### src/rtl/owt_pkg.sv
// Shared types of the single-wire timing engine.
// Assumes the two-bit operation encoding is fixed at the block's edge.
package owt_pkg;
    typedef enum logic [1:0] {
        OP_RESET = 2'b00,
        OP_WR0   = 2'b01,
        OP_WR1   = 2'b10,
        OP_READ  = 2'b11
    } owt_op_e;

    typedef enum logic [1:0] {
        PH_IDLE = 2'b00,
        PH_LOW  = 2'b01,
        PH_HIGH = 2'b10
    } owt_phase_e;
endpackage

### src/rtl/owt_sync.sv
// Multi-stage synchroniser for the asynchronous bus line level.
// Assumes the idle level is high, so every stage resets to 1.
module owt_sync #(
    parameter int STAGES = 2
) (
    input  logic clk,
    input  logic rst_n,
    input  logic async_in,
    output logic sync_out
);
    logic [STAGES-1:0] chain_q;

    // Shift the raw level through the stage chain.
    always_ff @(posedge clk) begin
        if (!rst_n) begin
            chain_q <= '1;
        end else begin
            chain_q <= {chain_q[STAGES-2:0], async_in};
        end
    end

    assign sync_out = chain_q[STAGES-1];
endmodule

### src/rtl/owt_tick.sv
// Microsecond prescaler: pulses tick on the last cycle of each microsecond.
// Assumes restart realigns the microsecond grid to the next cycle.
module owt_tick #(
    parameter int CLKS_PER_US = 125
) (
    input  logic clk,
    input  logic rst_n,
    input  logic restart,
    output logic tick
);
    localparam int CW = (CLKS_PER_US > 1) ? $clog2(CLKS_PER_US) : 1;
    localparam logic [CW-1:0] LAST = CW'(CLKS_PER_US - 1);

    logic [CW-1:0] cnt_q;

    assign tick = (cnt_q == LAST);

    // Count cycles within the current microsecond.
    always_ff @(posedge clk) begin
        if (!rst_n) begin
            cnt_q <= '0;
        end else if (restart || tick) begin
            cnt_q <= '0;
        end else begin
            cnt_q <= cnt_q + 1'b1;
        end
    end
endmodule

### src/rtl/owt_seq.sv
// Phase sequencer: each operation is a driven-low phase followed by a
// released phase that holds the sample window and the recovery time.
// Assumes tick marks microsecond ends aligned to each phase start.
module owt_seq
    import owt_pkg::*;
#(
    parameter int RST_LOW_US   = 480,
    parameter int RST_HIGH_US  = 480,
    parameter int PD_OPEN_US   = 60,
    parameter int PD_CLOSE_US  = 75,
    parameter int W0_LOW_US    = 60,
    parameter int W1_LOW_US    = 6,
    parameter int RD_LOW_US    = 2,
    parameter int RD_SAMPLE_US = 12,
    parameter int SLOT_US      = 65,
    parameter int REC_US       = 2
) (
    input  logic    clk,
    input  logic    rst_n,
    input  logic    cmd_valid,
    input  owt_op_e cmd_op,
    input  logic    line_s,
    input  logic    tick,
    output logic    restart,
    output logic    drive_low,
    output logic    busy,
    output logic    done,
    output logic    presence,
    output logic    rd_bit,
    output owt_op_e op_cur
);
    localparam int MAX_US = (RST_LOW_US > RST_HIGH_US) ? RST_LOW_US : RST_HIGH_US;
    localparam int UW = $clog2(MAX_US + 1);
    localparam logic [UW-1:0] T_RST_LOW  = UW'(RST_LOW_US);
    localparam logic [UW-1:0] T_RST_HIGH = UW'(RST_HIGH_US);
    localparam logic [UW-1:0] T_W0_LOW   = UW'(W0_LOW_US);
    localparam logic [UW-1:0] T_W1_LOW   = UW'(W1_LOW_US);
    localparam logic [UW-1:0] T_RD_LOW   = UW'(RD_LOW_US);
    localparam logic [UW-1:0] T_W0_HIGH  = UW'(SLOT_US - W0_LOW_US + REC_US);
    localparam logic [UW-1:0] T_W1_HIGH  = UW'(SLOT_US - W1_LOW_US + REC_US);
    localparam logic [UW-1:0] T_RD_HIGH  = UW'(SLOT_US - RD_LOW_US + REC_US);
    localparam logic [UW-1:0] PD_OPEN    = UW'(PD_OPEN_US);
    localparam logic [UW-1:0] PD_CLOSE   = UW'(PD_CLOSE_US);
    localparam logic [UW-1:0] RD_AT      = UW'(RD_SAMPLE_US - RD_LOW_US - 1);

    owt_phase_e    state_q;
    owt_op_e       op_q;
    logic [UW-1:0] us_q;
    logic          seen_q;
    logic          presence_q;
    logic          rd_q;
    logic          done_q;

    logic [UW-1:0] low_target;
    logic [UW-1:0] high_target;
    logic [UW-1:0] target;
    logic          accept;
    logic          phase_end;
    logic          in_window_low;

    // Pick phase lengths for the running operation.
    always_comb begin
        unique case (op_q)
            OP_RESET: begin low_target = T_RST_LOW; high_target = T_RST_HIGH; end
            OP_WR0:   begin low_target = T_W0_LOW;  high_target = T_W0_HIGH;  end
            OP_WR1:   begin low_target = T_W1_LOW;  high_target = T_W1_HIGH;  end
            default:  begin low_target = T_RD_LOW;  high_target = T_RD_HIGH;  end
        endcase
    end

    // Decode acceptance, phase end and the presence window.
    always_comb begin
        target        = (state_q == PH_LOW) ? low_target : high_target;
        accept        = cmd_valid && (state_q == PH_IDLE);
        phase_end     = (state_q != PH_IDLE) && tick && (us_q == target - 1'b1);
        restart       = accept || phase_end;
        in_window_low = (state_q == PH_HIGH) && (op_q == OP_RESET) &&
                        (us_q >= PD_OPEN) && (us_q < PD_CLOSE) && !line_s;
    end

    // Advance phases and the microsecond counter.
    always_ff @(posedge clk) begin
        if (!rst_n) begin
            state_q <= PH_IDLE;
            op_q    <= OP_RESET;
            us_q    <= '0;
        end else if (accept) begin
            state_q <= PH_LOW;
            op_q    <= cmd_op;
            us_q    <= '0;
        end else if (phase_end) begin
            state_q <= (state_q == PH_LOW) ? PH_HIGH : PH_IDLE;
            us_q    <= '0;
        end else if (tick && state_q != PH_IDLE) begin
            us_q <= us_q + 1'b1;
        end
    end

    // Record presence evidence and publish it at the end of a reset.
    always_ff @(posedge clk) begin
        if (!rst_n) begin
            seen_q     <= 1'b0;
            presence_q <= 1'b0;
        end else if (accept) begin
            seen_q <= 1'b0;
        end else if (state_q == PH_HIGH && op_q == OP_RESET) begin
            seen_q <= seen_q || in_window_low;
            if (phase_end) begin
                presence_q <= seen_q || in_window_low;
            end
        end
    end

    // Latch the read bit at the sample instant of a read slot.
    always_ff @(posedge clk) begin
        if (!rst_n) begin
            rd_q <= 1'b0;
        end else if (state_q == PH_HIGH && op_q == OP_READ && tick && us_q == RD_AT) begin
            rd_q <= line_s;
        end
    end

    // Pulse done as the released phase closes.
    always_ff @(posedge clk) begin
        if (!rst_n) begin
            done_q <= 1'b0;
        end else begin
            done_q <= (state_q == PH_HIGH) && phase_end;
        end
    end

    assign drive_low = (state_q == PH_LOW);
    assign busy      = (state_q != PH_IDLE);
    assign done      = done_q;
    assign presence  = presence_q;
    assign rd_bit    = rd_q;
    assign op_cur    = op_q;

    a_r7_busy_ignore: assert property (@(posedge clk) disable iff (!rst_n)
        (busy && cmd_valid) |=> $stable(op_q));
    a_r8_done_single: assert property (@(posedge clk) disable iff (!rst_n)
        done |=> !done);
    a_r8_done_idle: assert property (@(posedge clk) disable iff (!rst_n)
        done |-> !busy);
endmodule

### src/rtl/onewire_timing_engine.sv
// Top of the single-wire bus master timing engine: synchroniser,
// microsecond prescaler and phase sequencer, plus line-timing checks.
// Assumes an external pull-up holds the line high when released.
module onewire_timing_engine
    import owt_pkg::*;
#(
    parameter int CLKS_PER_US  = 125,
    parameter int SYNC_STAGES  = 2,
    parameter int RST_LOW_US   = 480,
    parameter int RST_HIGH_US  = 480,
    parameter int PD_OPEN_US   = 60,
    parameter int PD_CLOSE_US  = 75,
    parameter int W0_LOW_US    = 60,
    parameter int W1_LOW_US    = 6,
    parameter int RD_LOW_US    = 2,
    parameter int RD_SAMPLE_US = 12,
    parameter int SLOT_US      = 65,
    parameter int REC_US       = 2,
    parameter int MAX_LOW_US   = 120
) (
    input  logic       clk,
    input  logic       rst_n,
    input  logic       cmd_valid,
    input  logic [1:0] cmd_op,
    output logic       busy,
    output logic       done,
    output logic       presence,
    output logic       rd_bit,
    output logic       ow_drive_low,
    input  logic       ow_line_in
);
    logic    line_s;
    logic    tick;
    logic    restart;
    owt_op_e op_cur;

    owt_sync #(.STAGES(SYNC_STAGES)) u_sync (
        .clk      (clk),
        .rst_n    (rst_n),
        .async_in (ow_line_in),
        .sync_out (line_s)
    );

    owt_tick #(.CLKS_PER_US(CLKS_PER_US)) u_tick (
        .clk     (clk),
        .rst_n   (rst_n),
        .restart (restart),
        .tick    (tick)
    );

    owt_seq #(
        .RST_LOW_US   (RST_LOW_US),
        .RST_HIGH_US  (RST_HIGH_US),
        .PD_OPEN_US   (PD_OPEN_US),
        .PD_CLOSE_US  (PD_CLOSE_US),
        .W0_LOW_US    (W0_LOW_US),
        .W1_LOW_US    (W1_LOW_US),
        .RD_LOW_US    (RD_LOW_US),
        .RD_SAMPLE_US (RD_SAMPLE_US),
        .SLOT_US      (SLOT_US),
        .REC_US       (REC_US)
    ) u_seq (
        .clk       (clk),
        .rst_n     (rst_n),
        .cmd_valid (cmd_valid),
        .cmd_op    (owt_op_e'(cmd_op)),
        .line_s    (line_s),
        .tick      (tick),
        .restart   (restart),
        .drive_low (ow_drive_low),
        .busy      (busy),
        .done      (done),
        .presence  (presence),
        .rd_bit    (rd_bit),
        .op_cur    (op_cur)
    );

    // Checker state: lengths of the current low and released stretches.
    logic [31:0] low_run_q;
    logic [31:0] rel_run_q;

    // Measure consecutive driven and released cycles, saturating.
    always_ff @(posedge clk) begin
        if (!rst_n) begin
            low_run_q <= '0;
            rel_run_q <= '0;
        end else if (ow_drive_low) begin
            low_run_q <= (low_run_q == '1) ? low_run_q : low_run_q + 1'b1;
            rel_run_q <= '0;
        end else begin
            low_run_q <= '0;
            rel_run_q <= (rel_run_q == '1) ? rel_run_q : rel_run_q + 1'b1;
        end
    end

    a_r1_idle_released: assert property (@(posedge clk) disable iff (!rst_n)
        done |-> !ow_drive_low);
    a_r5_slot_low_limit: assert property (@(posedge clk) disable iff (!rst_n)
        (ow_drive_low && op_cur != OP_RESET) |-> (low_run_q < 32'(MAX_LOW_US * CLKS_PER_US)));
    a_r2_reset_low_min: assert property (@(posedge clk) disable iff (!rst_n)
        (!ow_drive_low && low_run_q != 0 && op_cur == OP_RESET)
            |-> (low_run_q >= 32'(RST_LOW_US * CLKS_PER_US)));
    a_r2_reset_high_min: assert property (@(posedge clk) disable iff (!rst_n)
        (done && op_cur == OP_RESET) |-> (rel_run_q >= 32'(RST_HIGH_US * CLKS_PER_US)));
    a_r8_recovery_min: assert property (@(posedge clk) disable iff (!rst_n)
        (done && op_cur != OP_RESET) |-> (rel_run_q >= 32'(REC_US * CLKS_PER_US)));
endmodule

### config.mk
export PLATFORM = sky130hd
export DESIGN_NAME = onewire_timing_engine
export DESIGN_NICKNAME = d
export VERILOG_FILES = /design/src/rtl/owt_pkg.sv /design/src/rtl/owt_sync.sv /design/src/rtl/owt_tick.sv /design/src/rtl/owt_seq.sv /design/src/rtl/onewire_timing_engine.sv
export SDC_FILE = /design/constraint.sdc
export NUM_CORES = 1
export LEC_CHECK = 0
export ABC_AREA = 1
export BUFFER_PORTS_ARGS = -buffer_cell sky130_fd_sc_hd__buf_2
export CAP_MARGIN = 30
export CORE_MARGIN = 1.5
export CORE_UTILIZATION = 50
export CTS_CLUSTER_SIZE = 40
export DETAILED_ROUTE_END_ITERATION = 10
export GPL_TIMING_DRIVEN = 0
export PLACE_DENSITY = 0.7
export SETUP_SLACK_MARGIN = 0.1
export SYNTH_ARGS = -nofsm -noshare
export SYNTH_HDL_FRONTEND = slang
export SYNTH_SLANG_ARGS = --single-unit
### constraint.sdc
create_clock -name clk -period 2.1 [get_ports clk]
set_input_delay 0.42 -clock clk [delete_from_list [all_inputs] [get_ports clk]]
set_output_delay 0.42 -clock clk [all_outputs]
set_load 0.02 [all_outputs]
==> summary.md, run 1 <==
## Status
* finished clean — status

## Worst setup path
* 2 — Worst Path Buf+Inv
* 16 — Worst R2R Path Depth
* 5 — crit-path max FO
* sky130_fd_sc_hd__dfxtp_4 — slowest stage cell, crit path
* sky130_fd_sc_hd__nand2_1 — CP dominant cell by count
* u_seq.state_q[1] — destination of the worst register-to-register timing path
* flip-flop to flip-flop — kind of critical path
* inv_4 -> ha_4 -> nor2_2 -> nand2_1 -> o21ai_2 -> ha_4 -> inv_2 -> nand2_1 -> nand2_1 -> nand2_1 -> nor2_1 -> nand2_1 -> nor2_4 -> nand3_4 -> nand2_8 -> a21oi_2 — cells traversed along the worst timing path
* 2300 ps — Arrival @ worst endpoint
* flip-flop — crit end category
* 2330 ps — required time at the endpoint of the critical path
* 420 ps — Worst path max stage delay
* 30 ps — Register-to-Register Setup Slack
* u_seq.op_cur[0] — reg-to-reg critical path startpoint
* flip-flop — kind of launch point of the worst setup path
* simple AND/OR/NAND/NOR gates — Worst path top cell family by delay

## Hold path
* ow_line_in — startpoint of the lowest-slack hold path
* u_sync.chain_q[0] — Hold EP
* 2 — count of cells along the worst hold path
* input port to flip-flop — Hold Path Class

## Die
* 20 — FP Rows
* 60.7 um — height of the die
* 3690 um^2 — Die Area
* 11 — count of pins on the block boundary
* 60.7 um — floorplan die width
* 3100 um^2 — Core ar.
* 0.537 — Starting Density

## STA
* 0 — max-slew violation count
* 483 MHz — highest clock rate
* 0 — total setup violations reported at the end of the flow
* true — RSZ-0062 raised after global routing
* 0.985 — ratio of final minimum period to clock period
* 2070 ps — shortest period the worst path allows
* 0.719 — worst relative slew slack
* 0 — final number of hold-violating endpoints
* 417 ps — actual slew at the worst max-slew pin
* 17.7 ps — clock skew

## Detailed routing
* 11.9 um — final routed wire length divided by cell count
* 4.93 — Vias/cell
* 3.74 mm — drt total wl
* 0 — Routed Antenna Nets
* 0 — Remaining DRCs
* 120 — detailed router's first-iteration violation count
* 1542 — total number of vias
* 4 — length of the first detailed-routing pass in iterations

## Layout
* 0 — count of antenna diodes in the layout
* 0.283 — layout cells sized above 1
* 2030 um^2 — final design instance area without fill
* 21.9% — relative area change from synthesis to final layout
* 288 — NumNets Final
* 0.654 — final cell utilization of the core

## GRT
* 16 — largest net degree at the start of global routing
* 0 — initial antenna violation count
* 1394 — number of global-route vias before repair
* 0.226 — gr usage total
* 6.24 mm — global-route wire length before repair
* 0 — leftover overflow at the end of global routing

## Clocking
* 1 — CTS H-tree lvls
* 26 — CTS sink cnt
* 340 ps — clk_lat worst skew
* sky130_fd_sc_hd__clkbuf_4 — root buffer cell
* 3 — number of buffers added by the clock tree synthesis step
* yes — clock tree from TritonCTS
* 2 — maximum buffer depth of the clock tree
* 130 ps — clock transition at the registers of the reported paths

## Logic synthesis
* 25 — library cells used by synthesis
* 261 — synthesized netlist net count
* 0 — Syn. warnings
* 6.85 um^2 — Avg Synthesized Cell Area
* sky130_fd_sc_hd__dfxtp_1 (31%), sky130_fd_sc_hd__nand2_1 (13%), sky130_fd_sc_hd__ha_1 (9.0%) — biggest area contributors in the synthesized netlist
* 1670 um^2 — netlist area before placement
* sky130_fd_sc_hd__dfxtp_1 — library cell with the largest summed area after synthesis
* 26 — Synth Register Bits
* 0.313 — register area share after synthesis
* 0.313 — proportion of netlist area held by the largest area contributor
* 243 — gate count of the mapped netlist

## Pwr
* 536 nW/um^2 — power per standard cell area
* 0.475 — proportion of power drawn by flip-flops and latches
* 0.323 — Clk network pwr share
* 0.880 nW — leakage power
* 0.323 mV — Peak VDD IR
* 1.09 mW — total power consumption of the routed design
* 0.297 mW — power spent charging and discharging nets
* 0.273 — net switching fraction of the power
* 0.202 — Comb power frac
* 0.791 mW — Power Internal

## Placed design
* 1770 um^2 — instance area after placement
* 2.64 mm — HPWL Detailed
* 0.923 — Final Wtd Congestion
* 10 — number of port buffers

## Job
* 0 — max-capacitance violation count

cell families after synthesis:
logic type,Yosys count,share of synthesized area
AND/OR/NAND/NOR,139,0.404
buffers and inverters,42,0.0954
flip-flops,26,0.313
AO/OA/AOI/OAI,15,0.0503
adder cells (fa/ha/maj),12,0.0902
XOR/XNOR,9,0.0473
per-stage QoR:
| stage | TNS [ps] | instances | setup slack [ps] | hold WS (ps) |
|---|---|---|---|---|
| after floorplan | 0 | 243 | 122 | 393 |
| after global placement | -2280 | 297 | -141 | 394 |
| after detailed placement | -2870 | 297 | -170 | 413 |
| after CTS | -77.4 | 310 | -18.3 | 274 |
| after global routing | -863 | 313 | -59.6 | 263 |
| final | 0 | 313 | 31.1 | 285 |
power groups by stage:
stage	clock (mW)	combinational, mW	sequential (mW)
detailed placement	0	0.159	0.525
global route	0.379	0.244	0.519
CTS	0.363	0.209	0.517
global placement	0	0.156	0.525
finish	0.351	0.220	0.517
floorplan	0	0.125	0.523
worst max-delay path by stage:
stage                             to  cells after the start             from
CTS                  u_tick.cnt_q[2]                     16  u_seq.op_cur[0]
floorplan           u_seq.state_q[1]                     15  u_seq.op_cur[1]
finish              u_seq.state_q[1]                     16  u_seq.op_cur[0]
global route         u_tick.cnt_q[3]                     16  u_seq.op_cur[0]
global placement    u_seq.state_q[1]                     15  u_seq.op_cur[1]
detailed placement   u_tick.cnt_q[2]                     15  u_seq.op_cur[1]
placed cells by master, fill, tap and decap left out, types with 4 or more instances in the layout:
master,Yosys,routed
sky130_fd_sc_hd__buf_2,1,11
sky130_fd_sc_hd__o21ai_0,5,4
sky130_fd_sc_hd__a21oi_2,1,4
sky130_fd_sc_hd__ha_1,12,8
sky130_fd_sc_hd__nor2_1,34,26
sky130_fd_sc_hd__xor2_1,7,7
sky130_fd_sc_hd__nand2_1,59,59
sky130_fd_sc_hd__nor2_2,3,8
sky130_fd_sc_hd__nor2_4,2,5
sky130_fd_sc_hd__buf_4,0,11
sky130_fd_sc_hd__nand4_1,4,4
sky130_fd_sc_hd__dfxtp_1,26,22
sky130_fd_sc_hd__inv_2,4,7
sky130_fd_sc_hd__nand3_1,20,20
sky130_fd_sc_hd__a21oi_1,7,4
sky130_fd_sc_hd__nand2_2,5,4
sky130_fd_sc_hd__inv_1,37,32
cell usage after synthesis, drive strengths merged:
library cell  count
nand2            65
inv              41
nor2             39
dfxtp            26
nand3            23
ha               12
a21oi             8
xor2              7
o21ai             6
nor3              5
nand4             4
or2               2
xnor2             2
a31oi             1
buf               1
nor4              1
final cells by class:
cell class,count,area [um^2]
clock buffer,3,22.5
buffer,1,5.00
sequential,26,533
tap,44,55.1
inverter,41,159
fill,279,1070
timing repair buffer,21,133
clock inverter,1,30.0
multi-input combinational,176,1090
registers in the layout, indices dropped and copies added, names as in the netlist, 2 cells and up:
signal / cells
u_tick.cnt_q: 7
u_seq.op_cur: 2
u_seq.us_q: 9
u_sync.chain_q: 2
u_seq.state_q: 2
per-layer routing:
metal  vias to the layer above  global-route usage  part of all wire
met1                       687               0.306              0.45
met2                        41               0.367              0.49
met3                         6              0.0490             0.048
li1                        808                   -                 -
met5                         -                   0                 0
met4                         0              0.0528             0.011
repair_timing:
action | in CTS | in global routing
pin swaps | 15 | 8
cloned | 1 | 0
setup buffers | 8 | 3
endpoints found under the hold margin | 0 | 0
endpoints found under the setup margin | 20 | 20
gates resized for setup | 27 | 9
hold buffers | 0 | 0
No activity file was read; power rests on OpenSTA's default activity.
==> run 2, diff against run 1 <==
Settings changed: ABC_AREA 1 to unset, PLACE_DENSITY 0.7 to 0.71, SLEW_MARGIN set to 40.
==> run 2 against run 1 <==
Compared with the run above: the flow now finishes with violations (negative setup slack); largest power group unchanged; final area is 5.1% lower; critical endpoint is now u_seq.presence; non-clock buffer count is 3 higher; critical path type unchanged; first-iteration DRC count is 71% lower; largest cell class unchanged; synthesized cell count is 26% lower; setup slack worse by 110 ps.
==> summary.md, run 2 <==
## Clocking
* 310 ps — clk_lat worst skew, -30 ps
* 140 ps — clock transition at the registers of the reported paths, about the same
* yes — clock tree from TritonCTS
* 26 — CTS sink cnt, unchanged
* 1 — CTS H-tree lvls, unchanged
* sky130_fd_sc_hd__clkbuf_4 — root buffer cell
* 3 — number of buffers added by the clock tree synthesis step, unchanged
* 2 — maximum buffer depth of the clock tree, unchanged

## Detailed routing
* 5.53 — Vias/cell, +12%
* 1295 — total number of vias, -16%
* 4 — length of the first detailed-routing pass in iterations, unchanged
* 0 — Routed Antenna Nets, unchanged
* 35 — detailed router's first-iteration violation count, -71%
* 0 — Remaining DRCs, unchanged
* 3.39 mm — drt total wl, -9.3%
* 14.5 um — final routed wire length divided by cell count, +21%

## Die
* 58.6 um — height of the die, -3.4%
* 20 — FP Rows, unchanged
* 0.515 — Starting Density, -0.0213
* 11 — count of pins on the block boundary, unchanged
* 58.6 um — floorplan die width, -3.4%
* 3440 um^2 — Die Area, -6.7%
* 3000 um^2 — Core ar., -3.2%

## Pwr
* 501 nW/um^2 — power per standard cell area, -6.7%
* 0.702 mW — Power Internal, -11%
* 0.715 nW — leakage power, -19%
* 0.262 mW — power spent charging and discharging nets, -12%
* 0.262 — Clk network pwr share, -0.061
* 0.205 — Comb power frac, +0.003
* 0.271 — net switching fraction of the power, -0.00177
* 0.533 — proportion of power drawn by flip-flops and latches, +0.058
* 0.455 mV — Peak VDD IR, +41%

## Placed design
* -129 ps — Place WS, +41.4 ps
* 221 — total instance count after detailed placement, -26%
* 9 — number of port buffers, -1
* 1680 um^2 — instance area after placement, -4.9%
* 0.902 — Final Wtd Congestion, -2.3%
* 2.33 mm — HPWL Detailed, -12%

## Layout
* u_seq.us_q — largest register by flop count
* 9 — number of flip-flops in the largest register, unchanged
* 0 — count of antenna diodes in the layout, unchanged
* sky130_fd_sc_hd__dfxtp_1 — most common cell after layout, fill and taps aside
* 0.308 — layout cells sized above 1, +0.0259
* 24.4% — relative area change from synthesis to final layout
* 1930 um^2 — final design instance area without fill, -5.1%
* sky130_fd_sc_hd__dfxtp_1 (22), sky130_fd_sc_hd__nand2_1 (19), sky130_fd_sc_hd__nor2_1 (13), sky130_fd_sc_hd__nand3_1 (11) — commonest cells after routing, fill and taps aside
* 0.641 — final cell utilization of the core, -0.0128
* 220 — NumNets Final, -24%
* 261 — Filler Cells Inserted, -6.5%
* u_seq.us_q x9, u_tick.cnt_q x7 — top flop regs
* 234 — non-filler cells in the finished layout, -25%

## Worst setup path
* flip-flop — crit end category
* 2440 ps — Arrival @ worst endpoint, +140 ps
* flip-flop — kind of launch point of the worst setup path
* flip-flop to flip-flop — kind of critical path
* inv_4 -> ha_4 -> or2_4 -> ha_4 -> xor3_1 -> nor4b_2 -> nand3_1 -> nor4_2 -> mux2i_1 — cells traversed along the worst timing path
* 2350 ps — required time at the endpoint of the critical path, +20 ps
* 430 ps — Worst path max stage delay, about the same
* sky130_fd_sc_hd__dfxtp_4 — slowest stage cell, crit path
* -80 ps — Register-to-Register Setup Slack, -110 ps
* sky130_fd_sc_hd__ha_4 — CP dominant cell by count
* 5 — crit-path max FO, unchanged

## Logic synthesis
* 26 — Synth Register Bits, unchanged
* 1550 um^2 — netlist area before placement, -7.1%
* 0 — Syn. warnings, unchanged
* sky130_fd_sc_hd__dfxtp_1 — top-count cell post-synth
* sky130_fd_sc_hd__dfxtp_1 (34%), sky130_fd_sc_hd__ha_1 (9.7%), sky130_fd_sc_hd__xor2_1 (6.2%) — biggest area contributors in the synthesized netlist
* 0.336 — proportion of netlist area held by the largest area contributor, +0.0238
* 40 — library cells used by synthesis, +60%
* 8.65 um^2 — Avg Synthesized Cell Area, +26%
* 0 — Post-synth EDFFs, unchanged
* sky130_fd_sc_hd__dfxtp_1 (26), sky130_fd_sc_hd__nand2_1 (19), sky130_fd_sc_hd__nor2_1 (14), sky130_fd_sc_hd__nor3_1 (14) — top cells by instance count after synthesis
* 0 — Synth async-reset ratio, unchanged
* 197 — synthesized netlist net count, -25%
* 0.336 — register area share after synthesis, +0.0238
* sky130_fd_sc_hd__dfxtp_1 — library cell with the largest summed area after synthesis
* 179 — gate count of the mapped netlist, -26%
* sky130_fd_sc_hd__dfxtp_1 — Top FF cell, synth

## GRT
* 1268 — number of global-route vias before repair, -9.0%
* 0 — leftover overflow at the end of global routing, unchanged
* 0.213 — gr usage total, -0.0130
* 0 — initial antenna violation count, unchanged
* 5.51 mm — global-route wire length before repair, -12%
* 15 — largest net degree at the start of global routing, -1

## STA
* 12 — total setup violations reported at the end of the flow, +12
* -82.2 ps — post-route worst setup slack, -113 ps
* true — RSZ-0062 raised after global routing
* 1.04 — ratio of final minimum period to clock period, +0.0539
* 2.32 ps — clock skew, -15.4 ps
* 2180 ps — shortest period the worst path allows, +113 ps
* 624 ps — actual slew at the worst max-slew pin, +206 ps
* 289 ps — final worst hold slack, +3.98 ps
* 0 — max-slew violation count, unchanged
* 458 MHz — highest clock rate, -5.2%
* 0 — final number of hold-violating endpoints, unchanged
* 0.582 — worst relative slew slack, -0.137

## Status
* finished with violations — status
* negative setup slack — violated checks

## Hold path
* input port to flip-flop — Hold Path Class

## Job
* 0 — max-capacitance violation count, unchanged

run 2: cell types whose count changed in the layout (fill, tap and decap cells not counted), moves of 5 or more:
cell / before / now
sky130_fd_sc_hd__nand2_1: 59 / 19
sky130_fd_sc_hd__inv_2: 7 / 0
sky130_fd_sc_hd__nor2_1: 26 / 13
sky130_fd_sc_hd__nand3_1: 20 / 11
sky130_fd_sc_hd__mux2i_1: 0 / 5
sky130_fd_sc_hd__nor3_2: 2 / 8
sky130_fd_sc_hd__nor2_4: 5 / 0
sky130_fd_sc_hd__inv_1: 32 / 7
sky130_fd_sc_hd__nor2_2: 8 / 1
run 2: area by class of cell:
cell class                      count  area (um^2)  area share
Buffer                              7         40.0      0.0208
Clock buffer                        4         36.3      0.0188
Timing Repair Buffer               18          116      0.0604
Inverter                            9         38.8      0.0201
Tap cell                           33         41.3      0.0214
Multi-Input combinational cell    137         1120       0.583
Sequential cell                    26          531       0.276
run 2: layer usage:
layer,share of wire,GRT usage,vias to the layer above
li1,-,-,650
met1,0.44,0.243,626
met2,0.53,0.395,15
met3,0.017,0.0220,4
met4,0.014,0.0974,0
met5,0,0,-
run 2: kinds of logic (layout without fill, tap and decap cells):
logic type	count (synthesis)	count (layout)	synth area share
buf+inv	16	38	0.0453
xor+xnor	17	17	0.106
flops	26	26	0.336
mux	6	6	0.0388
fa+ha+maj	12	12	0.0970
simple gates	90	90	0.320
compound gates	12	12	0.0566
run 2: power by group through the flow:
stage / sequential (mW) / clock [mW] / combinational, mW
floorplan: 0.524 / 0 / 0.127
global placement: 0.525 / 0 / 0.154
detailed placement: 0.526 / 0 / 0.161
CTS: 0.514 / 0.260 / 0.183
global route: 0.516 / 0.276 / 0.216
finish: 0.514 / 0.252 / 0.198
run 2: worst max-delay path, delay by kind of cell, from the launching register on:
kind / cells / cell delay [ps]
xor+xnor: 1 / 220
fa+ha+maj: 2 / 310
buf+inv: 1 / 60
flops: 1 / 430
mux: 1 / 210
simple gates: 4 / 900
run 2: final timing paths:
kind,to,depth (start not counted),start
worst max register to register,u_seq.presence,9,u_seq.op_cur[1]
worst min register to register,u_sync.chain_q[1],1,u_sync.chain_q[0]
worst max-delay path,u_seq.presence,9,u_seq.op_cur[1]
worst min-delay path,u_sync.chain_q[0],2,ow_line_in
run 2: stage by stage:
step,setup TNS [ps],total power [mW]
after global placement,-662,0.679
final,-745,0.964
after floorplan,0,0.651
after global routing,-1790,1.01
after detailed placement,-1270,0.687
after CTS,-493,0.957
run 2: repair_timing:
item	4_1_cts	5_1_grt
gates cloned	1	0
endpoints found under the setup margin	13	14
hold buffers	0	0
buffers inserted	6	2
pin swaps	15	3
resized for setup	21	12
==> run 3, diff against run 2 <==
Settings changed: SETUP_SLACK_MARGIN 0.1 to 0.05.
==> run 3 against run 2 <==
Compared with the run above: the run still ends with negative setup slack left; clock skew about the same; via count down 0.85%; hold slack worse by 9.2 ps; non-clock buffer count down 2; sequential cell count unchanged; die area unchanged.
==> summary.md, run 3 (same netlist as run 2, synthesis figures left out) <==
## GRT
* 0 — leftover overflow at the end of global routing, unchanged
* 1187 — number of global-route vias before repair, -6.4%
* 5.22 mm — global-route wire length before repair, -5.4%
* 0.200 — gr usage total, -0.0129
* 16 — largest net degree at the start of global routing, +1
* 0 — initial antenna violation count, unchanged

## Clocking
* 320 ps — clk_lat worst skew, about the same
* sky130_fd_sc_hd__clkbuf_4 — root buffer cell
* 0 — hold bufs inserted after CTS, unchanged
* 3 — number of buffers added by the clock tree synthesis step, unchanged
* 2 — maximum buffer depth of the clock tree, unchanged
* 1 — CTS H-tree lvls, unchanged
* 26 — CTS sink cnt, unchanged
* yes — clock tree from TritonCTS
* 140 ps — clock transition at the registers of the reported paths, about the same

## STA
* 2190 ps — shortest period the worst path allows, +10.4 ps
* 280 ps — final worst hold slack, -9.23 ps
* 456 MHz — highest clock rate, -0.48%
* 0 — max-slew violation count, unchanged
* -92.6 ps — post-route worst setup slack, -10.4 ps
* 0.535 — worst relative slew slack, -0.0470
* true — RSZ-0062 raised after global routing
* 2.74 ps — clock skew, +0.421 ps
* 697 ps — actual slew at the worst max-slew pin, +73.9 ps
* 12 — total setup violations reported at the end of the flow, unchanged
* 0 — final number of hold-violating endpoints, unchanged
* 1.04 — ratio of final minimum period to clock period, +0.00497

## Pwr
* 0.716 nW — leakage power, +0.13%
* 545 nW/um^2 — power per standard cell area, +9.0%
* 1.05 mW — total power consumption of the routed design, +8.5%
* 0.482 mV — Peak VDD IR, +5.9%

## Layout
* 0.296 — layout cells sized above 1, -0.0120
* 236 — Filler Cells Inserted, -9.6%
* 218 — NumNets Final, -0.91%
* u_seq.us_q x9, u_tick.cnt_q x7 — top flop regs
* 23.9% — relative area change from synthesis to final layout
* 0.639 — final cell utilization of the core, -0.00250
* 232 — non-filler cells in the finished layout, -0.85%
* u_seq.us_q — largest register by flop count
* 9 — number of flip-flops in the largest register, unchanged
* 1110 um^2 — area used by multi-input combinational logic, -0.67%
* sky130_fd_sc_hd__dfxtp_1 — most common cell after layout, fill and taps aside
* sky130_fd_sc_hd__dfxtp_1 (22), sky130_fd_sc_hd__nand2_1 (19), sky130_fd_sc_hd__nor2_1 (14), sky130_fd_sc_hd__nor3_2 (11) — commonest cells after routing, fill and taps aside
* 531 um^2 — footprint of the flip-flops and latches, unchanged
* 0 — count of antenna diodes in the layout, unchanged

## Detailed routing
* 1284 — total number of vias, -0.85%
* 0 — Routed Antenna Nets, unchanged
* 14.5 um — final routed wire length divided by cell count, -0.27%
* 5.53 — Vias/cell, about the same
* 4 — length of the first detailed-routing pass in iterations, unchanged
* 3.35 mm — drt total wl, -1.1%
* 43 — detailed router's first-iteration violation count, +23%
* 0 — Remaining DRCs, unchanged

## Placed design
* 9 — number of port buffers, unchanged
* 2.38 mm — HPWL Detailed, +2.4%
* -195 ps — Place WS, -65.8 ps
* 0.897 — Final Wtd Congestion, -0.50%
* 221 — total instance count after detailed placement, unchanged

## Worst setup path
* flip-flop to flip-flop — kind of critical path
* flip-flop — crit end category
* 2360 ps — required time at the endpoint of the critical path, about the same
* 2460 ps — Arrival @ worst endpoint, +20 ps
* flip-flop — kind of launch point of the worst setup path
* 5 — crit-path max FO, unchanged

## Die
* 58.6 um — floorplan die width, unchanged
* 58.6 um — height of the die, unchanged
* 0.515 — Starting Density, unchanged
* 11 — count of pins on the block boundary, unchanged
* 3440 um^2 — Die Area, unchanged
* 3000 um^2 — Core ar., unchanged
* 20 — FP Rows, unchanged

## Hold path
* input port to flip-flop — Hold Path Class

## Status
* finished with violations — status
* negative setup slack — violated checks

## Job
* 0 — max-capacitance violation count, unchanged

[run 3: power breakdown]
part	internal (mW)	switching, mW
clock	0.193	0.148
sequential	0.503	0.0100
combinational	0.0891	0.103
[run 3: per-stage QoR]
step	area, um^2	TNS, ps
floorplan	1590	0
CTS	1820	-285
global route	1920	-1810
finish	1920	-692
detailed placement	1680	-1720
global placement	1680	-794
[run 3: worst paths after layout]
check	end	startpoint	slack, ps	cells past startpoint
setup / recovery	u_seq.state_q[1]	u_seq.op_cur[1]	-90	9
hold / removal	u_sync.chain_q[0]	ow_line_in	280	2
setup reg to reg	u_seq.state_q[1]	u_seq.op_cur[1]	-90	9
hold reg to reg	u_sync.chain_q[1]	u_sync.chain_q[0]	440	1
[run 3: metal layers]
metal  vias to the layer above  part of all wire  global-route usage  wire length [um]
met4                         0            0.0098              0.0682                33
met2                        14              0.54               0.371              1810
met5                         -                 0                   0                 0
met3                         5             0.025              0.0220                85
met1                       615              0.42               0.237              1420
li1                        650                 -                   -                 -
[run 3: repair_timing]
| item | 4_1_cts | 5_1_grt |
|---|---|---|
| cloned | 0 | 1 |
| setup endpoints to repair | 13 | 13 |
| resized for setup | 13 | 17 |
| pin swaps | 3 | 11 |
| buffers inserted | 6 | 0 |
| hold endpoints to repair | 0 | 0 |
[run 3: critical path, stage by stage, from the launching register on]
cell and delay [ps]:
sky130_fd_sc_hd__dfxtp_4 420, sky130_fd_sc_hd__inv_4 60, sky130_fd_sc_hd__ha_4 160, sky130_fd_sc_hd__or2_4 250, sky130_fd_sc_hd__ha_4 160, sky130_fd_sc_hd__xor3_1 210, sky130_fd_sc_hd__nor4b_2 310, sky130_fd_sc_hd__nand3_2 160
sky130_fd_sc_hd__nor3_2 210, sky130_fd_sc_hd__mux2i_1 200
[run 3: layout make-up]
cell class / count / share of cell area
multi-input cells: 137 / 0.581
well taps: 33 / 0.0215
plain buffers: 7 / 0.0202
clock buffers: 3 / 0.0117
clock inverters: 1 / 0.0157
inverters: 9 / 0.0202
flip-flops and latches: 26 / 0.277
repair buffers: 16 / 0.0528
